<file path="src/rtl/dpf_pkg.sv">
`timescale 1ns/1ps
package dpf_pkg;
    localparam int BYTE_W = 8;

    typedef enum logic [1:0] {
        ST_IDLE,
        ST_LOAD,
        ST_DEST,
        ST_SKIP
    } dpf_state_e;
endpackage

</file>
<file path="src/rtl/dpf_ctrl.sv">
`timescale 1ns/1ps
module dpf_ctrl
    import dpf_pkg::*;
#(
    parameter int N_ENTRY    = 16,
    parameter int ADDR_BYTES = 6,
    parameter int LEN_W      = 11
) (
    input  logic                              clk,
    input  logic                              rst_n,
    input  logic                              in_vld,
    input  logic                              in_first,
    input  logic                              desc_setup,
    input  logic [LEN_W-1:0]                  desc_len,
    output logic                              wr_en,
    output logic [$clog2(N_ENTRY)-1:0]        wr_ent,
    output logic [$clog2(ADDR_BYTES)-1:0]     wr_slot,
    output logic                              dst_we,
    output logic [$clog2(ADDR_BYTES)-1:0]     dst_slot,
    output logic                              dst_last,
    output logic                              tbl_ok,
    output logic                              load_done
);
    localparam int ENTRY_BYTES = 2 * ADDR_BYTES;
    localparam int SETUP_BYTES = N_ENTRY * ENTRY_BYTES;
    localparam int ENT_W       = $clog2(N_ENTRY);
    localparam int POS_W       = $clog2(ENTRY_BYTES);
    localparam int SLOT_W      = $clog2(ADDR_BYTES);

    dpf_state_e state, nxt;

    logic [POS_W-1:0]  pos, cur_pos;
    logic [ENT_W-1:0]  ent, cur_ent;
    logic [SLOT_W-1:0] dcnt, cur_dcnt;
    logic start, mid, is_setup, load_byte, dest_byte, last_load, pos_wrap;

    // Byte classification and table/destination strobes
    always_comb begin
        start     = in_vld & in_first;
        mid       = in_vld & ~in_first;
        is_setup  = desc_setup & (desc_len == LEN_W'(SETUP_BYTES));
        cur_pos   = start ? '0 : pos;
        cur_ent   = start ? '0 : ent;
        cur_dcnt  = start ? '0 : dcnt;
        load_byte = (start & is_setup) | (mid & (state == ST_LOAD));
        dest_byte = (start & ~desc_setup) | (mid & (state == ST_DEST));
        pos_wrap  = (cur_pos == POS_W'(ENTRY_BYTES - 1));
        last_load = load_byte & pos_wrap & (cur_ent == ENT_W'(N_ENTRY - 1));
        // positions 0,1 of every 4-byte group carry data, 2,3 repeat it
        wr_en     = load_byte & ~cur_pos[1];
        wr_ent    = cur_ent;
        wr_slot   = SLOT_W'(((cur_pos >> 2) << 1) | POS_W'(cur_pos[0]));
        dst_we    = dest_byte;
        dst_slot  = cur_dcnt;
        dst_last  = dest_byte & (cur_dcnt == SLOT_W'(ADDR_BYTES - 1));
    end

    // Next-state logic
    always_comb begin
        nxt = state;
        unique case (state)
            ST_IDLE: ;
            ST_SKIP: ;
            ST_LOAD: if (last_load) nxt = ST_IDLE;
            ST_DEST: if (dst_last)  nxt = ST_IDLE;
        endcase
        if (start) begin
            if (is_setup)        nxt = ST_LOAD;
            else if (desc_setup) nxt = ST_SKIP;
            else                 nxt = ST_DEST;
        end
    end

    // State register
    always_ff @(posedge clk) begin
        if (!rst_n) state <= ST_IDLE;
        else        state <= nxt;
    end

    // Registered outputs and counters
    always_ff @(posedge clk) begin
        if (!rst_n) begin
            pos       <= '0;
            ent       <= '0;
            dcnt      <= '0;
            tbl_ok    <= 1'b0;
            load_done <= 1'b0;
        end else begin
            load_done <= last_load;
            if (load_byte) begin
                if (pos_wrap) begin
                    pos <= '0;
                    ent <= cur_ent + 1'b1;
                end else begin
                    pos <= cur_pos + 1'b1;
                    ent <= cur_ent;
                end
            end
            if (dest_byte)
                dcnt <= cur_dcnt + 1'b1;
            if (start & is_setup)
                tbl_ok <= 1'b0;
            if (last_load)
                tbl_ok <= 1'b1;
        end
    end
endmodule

</file>
<file path="src/rtl/dpf_table.sv">
`timescale 1ns/1ps
module dpf_table
    import dpf_pkg::*;
#(
    parameter int N_ENTRY    = 16,
    parameter int ADDR_BYTES = 6
) (
    input  logic                                      clk,
    input  logic                                      rst_n,
    input  logic                                      wr_en,
    input  logic [$clog2(N_ENTRY)-1:0]                wr_ent,
    input  logic [$clog2(ADDR_BYTES)-1:0]             wr_slot,
    input  logic [BYTE_W-1:0]                         wr_data,
    output logic [N_ENTRY-1:0][ADDR_BYTES*BYTE_W-1:0] entries
);
    localparam int ENT_W  = $clog2(N_ENTRY);
    localparam int SLOT_W = $clog2(ADDR_BYTES);

    for (genvar e = 0; e < N_ENTRY; e++) begin : g_ent
        for (genvar b = 0; b < ADDR_BYTES; b++) begin : g_byte
            always_ff @(posedge clk) begin
                if (!rst_n)
                    entries[e][b*BYTE_W +: BYTE_W] <= '0;
                else if (wr_en && wr_ent == ENT_W'(e) && wr_slot == SLOT_W'(b))
                    entries[e][b*BYTE_W +: BYTE_W] <= wr_data;
            end
        end
    end
endmodule

</file>
<file path="src/rtl/dpf_match.sv">
`timescale 1ns/1ps
module dpf_match
    import dpf_pkg::*;
#(
    parameter int N_ENTRY    = 16,
    parameter int ADDR_BYTES = 6
) (
    input  logic                                      clk,
    input  logic                                      rst_n,
    input  logic                                      dst_we,
    input  logic [$clog2(ADDR_BYTES)-1:0]             dst_slot,
    input  logic                                      dst_last,
    input  logic [BYTE_W-1:0]                         in_byte,
    input  logic [N_ENTRY-1:0][ADDR_BYTES*BYTE_W-1:0] entries,
    input  logic                                      tbl_ok,
    input  logic                                      promisc,
    input  logic                                      accept_bcast,
    output logic                                      verdict_vld,
    output logic                                      accept
);
    localparam int ADDR_W = ADDR_BYTES * BYTE_W;
    localparam int SLOT_W = $clog2(ADDR_BYTES);

    logic [BYTE_W-1:0] dst_q [ADDR_BYTES-1];
    logic [ADDR_W-1:0] cand;
    logic [N_ENTRY-1:0] hit;

    // The last byte is compared straight from the stream
    for (genvar b = 0; b < ADDR_BYTES - 1; b++) begin : g_dst
        always_ff @(posedge clk) begin
            if (!rst_n)
                dst_q[b] <= '0;
            else if (dst_we && dst_slot == SLOT_W'(b))
                dst_q[b] <= in_byte;
        end
        assign cand[b*BYTE_W +: BYTE_W] = dst_q[b];
    end
    assign cand[ADDR_W-1 -: BYTE_W] = in_byte;

    for (genvar e = 0; e < N_ENTRY; e++) begin : g_cmp
        assign hit[e] = (entries[e] == cand);
    end

    always_ff @(posedge clk) begin
        if (!rst_n) begin
            verdict_vld <= 1'b0;
            accept      <= 1'b0;
        end else begin
            verdict_vld <= dst_last;
            accept      <= dst_last & (promisc | (accept_bcast & (&cand)) | (tbl_ok & (|hit)));
        end
    end
endmodule

</file>
<file path="src/rtl/dst_perfect_filter.sv">
`timescale 1ns/1ps
module dst_perfect_filter
    import dpf_pkg::*;
#(
    parameter int N_ENTRY    = 16,
    parameter int ADDR_BYTES = 6,
    parameter int LEN_W      = 11
) (
    input  logic              clk,
    input  logic              rst_n,
    input  logic              in_vld,
    input  logic              in_first,
    input  logic [7:0]        in_byte,
    input  logic              desc_setup,
    input  logic [LEN_W-1:0]  desc_len,
    input  logic              promisc,
    input  logic              accept_bcast,
    output logic              verdict_vld,
    output logic              accept,
    output logic              load_done
);
    localparam int ENT_W  = $clog2(N_ENTRY);
    localparam int SLOT_W = $clog2(ADDR_BYTES);
    localparam int ADDR_W = ADDR_BYTES * BYTE_W;

    logic              wr_en;
    logic [ENT_W-1:0]  wr_ent;
    logic [SLOT_W-1:0] wr_slot;
    logic              dst_we;
    logic [SLOT_W-1:0] dst_slot;
    logic              dst_last;
    logic              tbl_ok;
    logic [N_ENTRY-1:0][ADDR_W-1:0] entries;

    dpf_ctrl #(.N_ENTRY(N_ENTRY), .ADDR_BYTES(ADDR_BYTES), .LEN_W(LEN_W)) u_ctrl (
        .clk(clk), .rst_n(rst_n), .in_vld(in_vld), .in_first(in_first),
        .desc_setup(desc_setup), .desc_len(desc_len),
        .wr_en(wr_en), .wr_ent(wr_ent), .wr_slot(wr_slot),
        .dst_we(dst_we), .dst_slot(dst_slot), .dst_last(dst_last),
        .tbl_ok(tbl_ok), .load_done(load_done)
    );

    dpf_table #(.N_ENTRY(N_ENTRY), .ADDR_BYTES(ADDR_BYTES)) u_table (
        .clk(clk), .rst_n(rst_n), .wr_en(wr_en), .wr_ent(wr_ent),
        .wr_slot(wr_slot), .wr_data(in_byte), .entries(entries)
    );

    dpf_match #(.N_ENTRY(N_ENTRY), .ADDR_BYTES(ADDR_BYTES)) u_match (
        .clk(clk), .rst_n(rst_n), .dst_we(dst_we), .dst_slot(dst_slot),
        .dst_last(dst_last), .in_byte(in_byte), .entries(entries),
        .tbl_ok(tbl_ok), .promisc(promisc), .accept_bcast(accept_bcast),
        .verdict_vld(verdict_vld), .accept(accept)
    );
endmodule

</file>
<file path="config.mk">
export PLATFORM = sky130hd
export DESIGN_NAME = dst_perfect_filter
export DESIGN_NICKNAME = d
export VERILOG_FILES = /design/src/rtl/dpf_pkg.sv /design/src/rtl/dpf_ctrl.sv /design/src/rtl/dpf_table.sv /design/src/rtl/dpf_match.sv /design/src/rtl/dst_perfect_filter.sv
export SDC_FILE = /design/constraint.sdc
export NUM_CORES = 2
export LEC_CHECK = 0
export CAP_MARGIN = 20
export CORE_MARGIN = 2
export CORE_UTILIZATION = 45
export CTS_CLUSTER_SIZE = 28
export DETAILED_ROUTE_END_ITERATION = 16
export RECOVER_POWER = 100
export SLEW_MARGIN = 20
export SYNTH_ARGS = -nofsm -noshare
export SYNTH_HDL_FRONTEND = slang
export SYNTH_SLANG_ARGS = --single-unit
</file>
<file path="constraint.sdc">
create_clock -name clk -period 2.6 [get_ports clk]
set_clock_uncertainty 0.05 [all_clocks]
set_input_delay 0.52 -clock clk [delete_from_list [all_inputs] [get_ports clk]]
set_output_delay 0.52 -clock clk [all_outputs]
set_load 0.02 [all_outputs]
</file>
# Word level (Yosys, flattened, before mapping)
# Memory sizes are Yosys's and may differ from the RTL's.
# Cells that the tools add are included.
# word_totals
mem_count	1
out_inout_bits	3
ff_bits	785
ram_bits	40
in_bits	26
# mem_list
memory	depth	word_bits	read_ports	rd_clocked_by_memory_dff	write_ports	line	rtl
u_match.dst_q	5	8	5	0	5	dpf_match.sv:24	logic [BYTE_W-1:0] dst_q [ADDR_BYTES-1];
# op_classes
mux	34
reduce_logical	125
bitwise_logic	27
n_addsub	3
n_eq_ne	47
# op_table
op	count
== test 48 bit	16
logical AND 1 bit	117
AND reduction 48 bit	1
two-way mux 8 bit	5
== test 4 bit, second input constant	9
two-way mux 1 bit	19
== test 4 x 3 -> 1 bit, second input constant	4
two-way mux 4 bit	4
OR reduction 16 bit	1
bitwise AND 1 bit	14
== test 3 x 2 -> 1 bit, second input constant	4
== test 3 bit, second input constant	4
== test 11 x 8 -> 1 bit, second input constant	1
OR 1 bit	9
adder 4 x 1 -> 4 bit, second input constant	2
== test 4 x 2 -> 1 bit, second input constant	2
two-way mux 2 bit	4
== test 3 x 1 -> 1 bit, second input constant	2
logical NOT 3 bit	2
!= test 3 x 1 -> 1 bit, second input constant	2
== test 4 x 1 -> 1 bit, second input constant	1
logical NOT 4 bit	1
case mux 2 bit (2 select lines)	1
adder 3 x 1 -> 3 bit, second input constant	1
8 further kinds	10

# Logic depth before layout (Yosys ltp)
# depth
word_depth	9
depth_mapped	12
mapped_depth_nobuf	10

# Modules after synthesis
# A second synthesis with hierarchy kept.
# unflattened
hier_cells	4024
hier_area_um2	40383.7
# modules_own_cells
module	n_inst	cells_each	seq_area_each_um2	area_per_inst_um2
dpf_table	1	2661	15374.7	28100.7
dpf_match	1	1251	1241.2	11353.4
dpf_ctrl	1	112	300.3	929.6

# Worst setup path before layout
# OpenSTA, ideal clock, no wires.
# synth_timing
kind	input to register
startpoint	in in_first
endpoint	reg, netlist name u_table.entries[752]
setup_ns	0.128
stages	12
setup_slack_ns	0.165
t_arrival_ns	2.257
path_cell_list	nand2_1 > buf_2 > nand2_1 > inv_1 > ha_1 > buf_2 > nand3_1 > nor4_2 > buf_2 > nand2_2 > mux2i_1 > nor2_1
# synth_via
elab_chain_cells	7
elab_cells_between_ends	15
classes_between	eq/ne: 2; mux: 2; bitwise: 9; reduce/logical: 2
# synth_lines
element	line	rtl
start, declared	dst_perfect_filter.sv:12	input logic in_first,
NOT 1 bit	dpf_ctrl.sv:40	mid = in_vld & ~in_first;
bitwise AND 1 bit	dpf_ctrl.sv:40	
bitwise AND 1 bit	dpf_ctrl.sv:45	load_byte = (start & is_setup) | (mid & (state == ST_LOAD));
OR 1 bit	dpf_ctrl.sv:45	
bitwise AND 1 bit	dpf_ctrl.sv:50	wr_en = load_byte & ~cur_pos[1];
logical AND 1 bit	dpf_table.sv:24	else if (wr_en && wr_ent == ENT_W'(e) && wr_slot == SLOT_W'(b))
logical AND 1 bit (*)	dpf_table.sv:24	
# Mark *: on every way between the ends. The rest lies on a longest branch, timed or not.
# A chain may end at the register's enable or synchronous reset.

==> run_summary.xml <==
<?xml version="1.0" encoding="UTF-8"?>
<metrics>
  <group name="power">
    <metric name="leakage" unit="µW">0.0160</metric>
    <metric name="power_density" unit="nW/µm²">600</metric>
    <metric name="irDropWorstVdd" unit="V">0.000543</metric>
    <metric name="total_power" unit="µW">29200</metric>
  </group>
  <group name="clock_tree">
    <metric name="holdBufCountCts" unit="">0</metric>
    <metric name="worst_setup_hold_path_clk_slew" unit="ns">0.07</metric>
    <metric name="cts_root_buffer" unit="">clkbuf_16</metric>
    <metric name="insertion_delay" unit="ns">0.66</metric>
    <metric name="cts-root-to-sink-buffers" unit="">3</metric>
    <metric name="cts_sinks" unit="">825</metric>
    <metric name="cts_htree_levels" unit="">3</metric>
    <metric name="numCtsBuffers" unit="">90</metric>
    <metric name="cts_tree" unit="">built</metric>
  </group>
  <group name="logic_synthesis">
    <metric name="synth_edf_count" unit="">40</metric>
    <metric name="synth_async_sr_flop_share" unit="%">0</metric>
    <metric name="post_synth_num_cell_types" unit="">50</metric>
    <metric name="synth_area" unit="µm²">40000</metric>
    <metric name="postSynth.topFlopCell" unit="">dfxtp_1</metric>
    <metric name="postSynthNetCount" unit="">4832</metric>
    <metric name="syn_avg_cell_area" unit="µm²">8.35</metric>
    <metric name="yosysWarningCount" unit="">0</metric>
    <metric name="post_synthesis_sequential_element_count" unit="">825</metric>
    <metric name="yosysSeqAreaShare" unit="%">42.3</metric>
    <metric name="post_synth_inst_count" unit="">4794</metric>
  </group>
  <group name="worst_setup_path">
    <metric name="critPathCapture" unit="">u_match.accept</metric>
    <metric name="timing.critical_path.arrival" unit="ns">3.08</metric>
    <metric name="rr_worst_depth" unit="">10</metric>
    <metric name="crit_path_start_kind" unit="">flop</metric>
    <metric name="reg2reg_to" unit="">u_match.accept</metric>
    <metric name="cp-startpoint" unit="">u_match.dst_q[2][7]</metric>
    <metric name="rrSetupSlack" unit="ns">0.06</metric>
    <metric name="crit_type" unit="">flop to flop</metric>
    <metric name="timing.rr.start" unit="">u_match.dst_q[2][7]</metric>
    <metric name="critPathMaxFanout" unit="">11</metric>
    <metric name="cp.required" unit="ns">3.14</metric>
    <metric name="setup.worst_path.end_class" unit="">flop</metric>
  </group>
  <group name="detailed_routing">
    <metric name="detail_route.first_pass.iterations" unit="">6</metric>
    <metric name="drcViolationCount" unit="">0</metric>
    <metric name="routedWlPerCell" unit="µm">24.5</metric>
    <metric name="route.final.wire_length" unit="µm">154000</metric>
    <metric name="route.vias.total" unit="">36900</metric>
    <metric name="dr.first_iter.drc_count" unit="">3940</metric>
    <metric name="route.antenna.remaining_nets" unit="">0</metric>
    <metric name="drt-vias-per-instance" unit="">5.86</metric>
  </group>
  <group name="sta">
    <metric name="holdWs" unit="ns">0.203</metric>
    <metric name="period_share" unit="%">97.6</metric>
    <metric name="setup_viol" unit="">0</metric>
    <metric name="max_slew.worst_pin.slew" unit="ns">0.800</metric>
    <metric name="timing_limited_maximum_frequency" unit="GHz">0.394</metric>
    <metric name="hold_fails_final_rpt" unit="">0</metric>
    <metric name="grt_setup_unrepaired" unit="">no</metric>
    <metric name="slew_violations" unit="">0</metric>
    <metric name="maxSlewHeadroom" unit="%">46.7</metric>
    <metric name="period_needed" unit="ns">2.54</metric>
  </group>
  <group name="floorplanning">
    <metric name="starting_utilization_of_the_core_area" unit="%">45.4</metric>
    <metric name="placeable_area" unit="µm²">88200</metric>
    <metric name="io_pins" unit="">29</metric>
    <metric name="chipHeight" unit="µm">302</metric>
    <metric name="die_width" unit="µm">302</metric>
    <metric name="placementRows" unit="">109</metric>
    <metric name="die_area" unit="µm²">91300</metric>
  </group>
  <group name="place">
    <metric name="detailed_place_hpwl" unit="µm">104000</metric>
    <metric name="number_of_input_and_output_port_buffers_inserted" unit="">28</metric>
    <metric name="globalplace.congestion" unit="">0.934</metric>
  </group>
  <group name="global_route">
    <metric name="grt_pass1_wl" unit="µm">228000</metric>
    <metric name="number_of_global_route_vias_before_repair" unit="">34900</metric>
    <metric name="global_route.overflow_total" unit="">0</metric>
    <metric name="grt_start_max_net_pins" unit="">104</metric>
    <metric name="grt_antenna_before_repair" unit="">3</metric>
    <metric name="globalRouteTotalUtil" unit="%">33.3</metric>
  </group>
  <group name="finish">
    <metric name="fin_nets" unit="">5099</metric>
    <metric name="area.sequential" unit="µm²">16900</metric>
    <metric name="drive_gt1_share" unit="%">15.6</metric>
    <metric name="multi_input_area" unit="µm²">21100</metric>
    <metric name="layout.cells.most_common" unit="">dfxtp_1</metric>
    <metric name="fillCellCount" unit="">8107</metric>
    <metric name="final_cell_mix" unit="">785 x dfxtp_1, 769 x xnor2_1, 721 x nand2_1, 671 x a21oi_1, 386 x buf_4</metric>
    <metric name="postLayoutCoreUtil" unit="%">55.2</metric>
    <metric name="syn2layout_area_growth" unit="%">21.6</metric>
  </group>
  <group name="flow_run">
    <metric name="cap_violations" unit="">0</metric>
  </group>
  <group name="outcome">
    <metric name="status" unit="">finished, final reports clean</metric>
  </group>
  <group name="hold_path">
    <metric name="timing.hold.worst.class" unit="">primary input to flop</metric>
  </group>
</metrics>
==> state kept, by name, indices dropped and copies added (netlist names) <==
register	count
u_table.entries	768
u_match.dst_q	40
u_ctrl.ent	4
u_ctrl.pos	4
u_ctrl.dcnt	3
u_ctrl.state	2
u_ctrl.load_done	1
u_ctrl.tbl_ok	1
u_match.accept	1
u_match.verdict_vld	1
==> how the worst min path moves through the flow <==
stage	depth (start not counted)	endpoint	slack (ns)	from
finish	3	u_table.entries[257]	0.20	in_byte[1]
floorplan	2	u_match.accept	0.39	u_ctrl.tbl_ok
global placement	2	u_ctrl.tbl_ok	0.40	u_ctrl.tbl_ok
detailed placement	2	u_table.entries[63]	0.41	u_table.entries[63]
CTS	3	u_table.entries[257]	0.18	in_byte[1]
global route	3	u_table.entries[257]	0.22	in_byte[1]
==> report_power, final <==
part | internal [µW] | switching [µW]
Combinational | 913 | 1550
Sequential | 12800 | 37.6
Clock | 8300 | 5630
Total | 22000 | 7210
==> critical path: stages, from the launching register on <==
cell      delay (ns)
edfxtp_1        0.41
buf_12          0.24
buf_4           0.23
xnor2_1         0.14
nand4_1         0.13
nor4_1          0.49
nand3_1         0.24
nand4_1         0.17
nor4_1          0.08
buf_4           0.14
o21ai_0         0.13
==> per-stage QoR <==
step / TNS, ns / cell area, µm² / instances / worst slack, ns
floorplan: 0 / 40000 / 4794 / 0.165
global placement: -61.54 / 46100 / 6133 / -0.316
detailed placement: -69.00 / 46100 / 6133 / -0.317
CTS: 0 / 49300 / 6299 / 0.0368
global route: 0 / 48700 / 6300 / 0.000763
finish: 0 / 48700 / 6301 / 0.0633
==> synth_stat cells (7+ instances only) <==
cell / instances / share of area (%)
buf_2: 122 / 1.5
buf_1: 10 / 0.094
o21ai_0: 376 / 4.7
inv_1: 8 / 0.075
buf_4: 27 / 0.51
nand4_1: 208 / 3.3
mux2i_1: 107 / 2.7
and3_1: 7 / 0.11
edfxtp_1: 40 / 3.0
buf_6: 9 / 0.25
and2_1: 47 / 0.73
nand2_4: 7 / 0.20
nor2_1: 122 / 1.1
o21ai_1: 71 / 0.89
nand2_2: 14 / 0.22
dfxtp_1: 785 / 39
nand3_2: 11 / 0.28
nor2_4: 42 / 1.2
ha_1: 12 / 0.38
nand2_1: 714 / 6.7
nand3_1: 249 / 3.1
a21oi_1: 671 / 8.4
nor2_2: 14 / 0.22
clkbuf_1: 263 / 2.5
nor4_1: 51 / 0.80
xnor2_1: 770 / 17
==> area by class of cell <==
cell class	instances	area share (%)
Antenna cell	1	0.00514
Clock buffer	130	5.61
Clock inverter	36	0.997
Inverter	10	0.0925
Multi-Input combinational cell	3528	43.3
Sequential cell	825	34.8
Tap cell	1165	2.99
Timing Repair Buffer	606	12.3
==> cell families after synthesis <==
group,Yosys count,share of synthesized area [%]
compound gates,1126,14.1
xor+xnor,771,16.9
buf+inv,441,4.94
fa+ha+maj,12,0.375
mux,107,2.68
flops,825,42.3
simple gates,1512,18.7
==> what timing repair did <==
action,in CTS,in global routing
buffers inserted,0,1
setup endpoints to repair,0,1
resized for setup,0,11
==> routing by layer <==
layer,share of wire (%),track usage (%),vias up
met5,0.017,0,-
met3,9.5,5.50,486
met2,43,51.3,1809
met4,6.7,18.6,4
li1,-,-,16800
met1,41,44.3,17800
No activity file was read; power rests on OpenSTA's default activity.
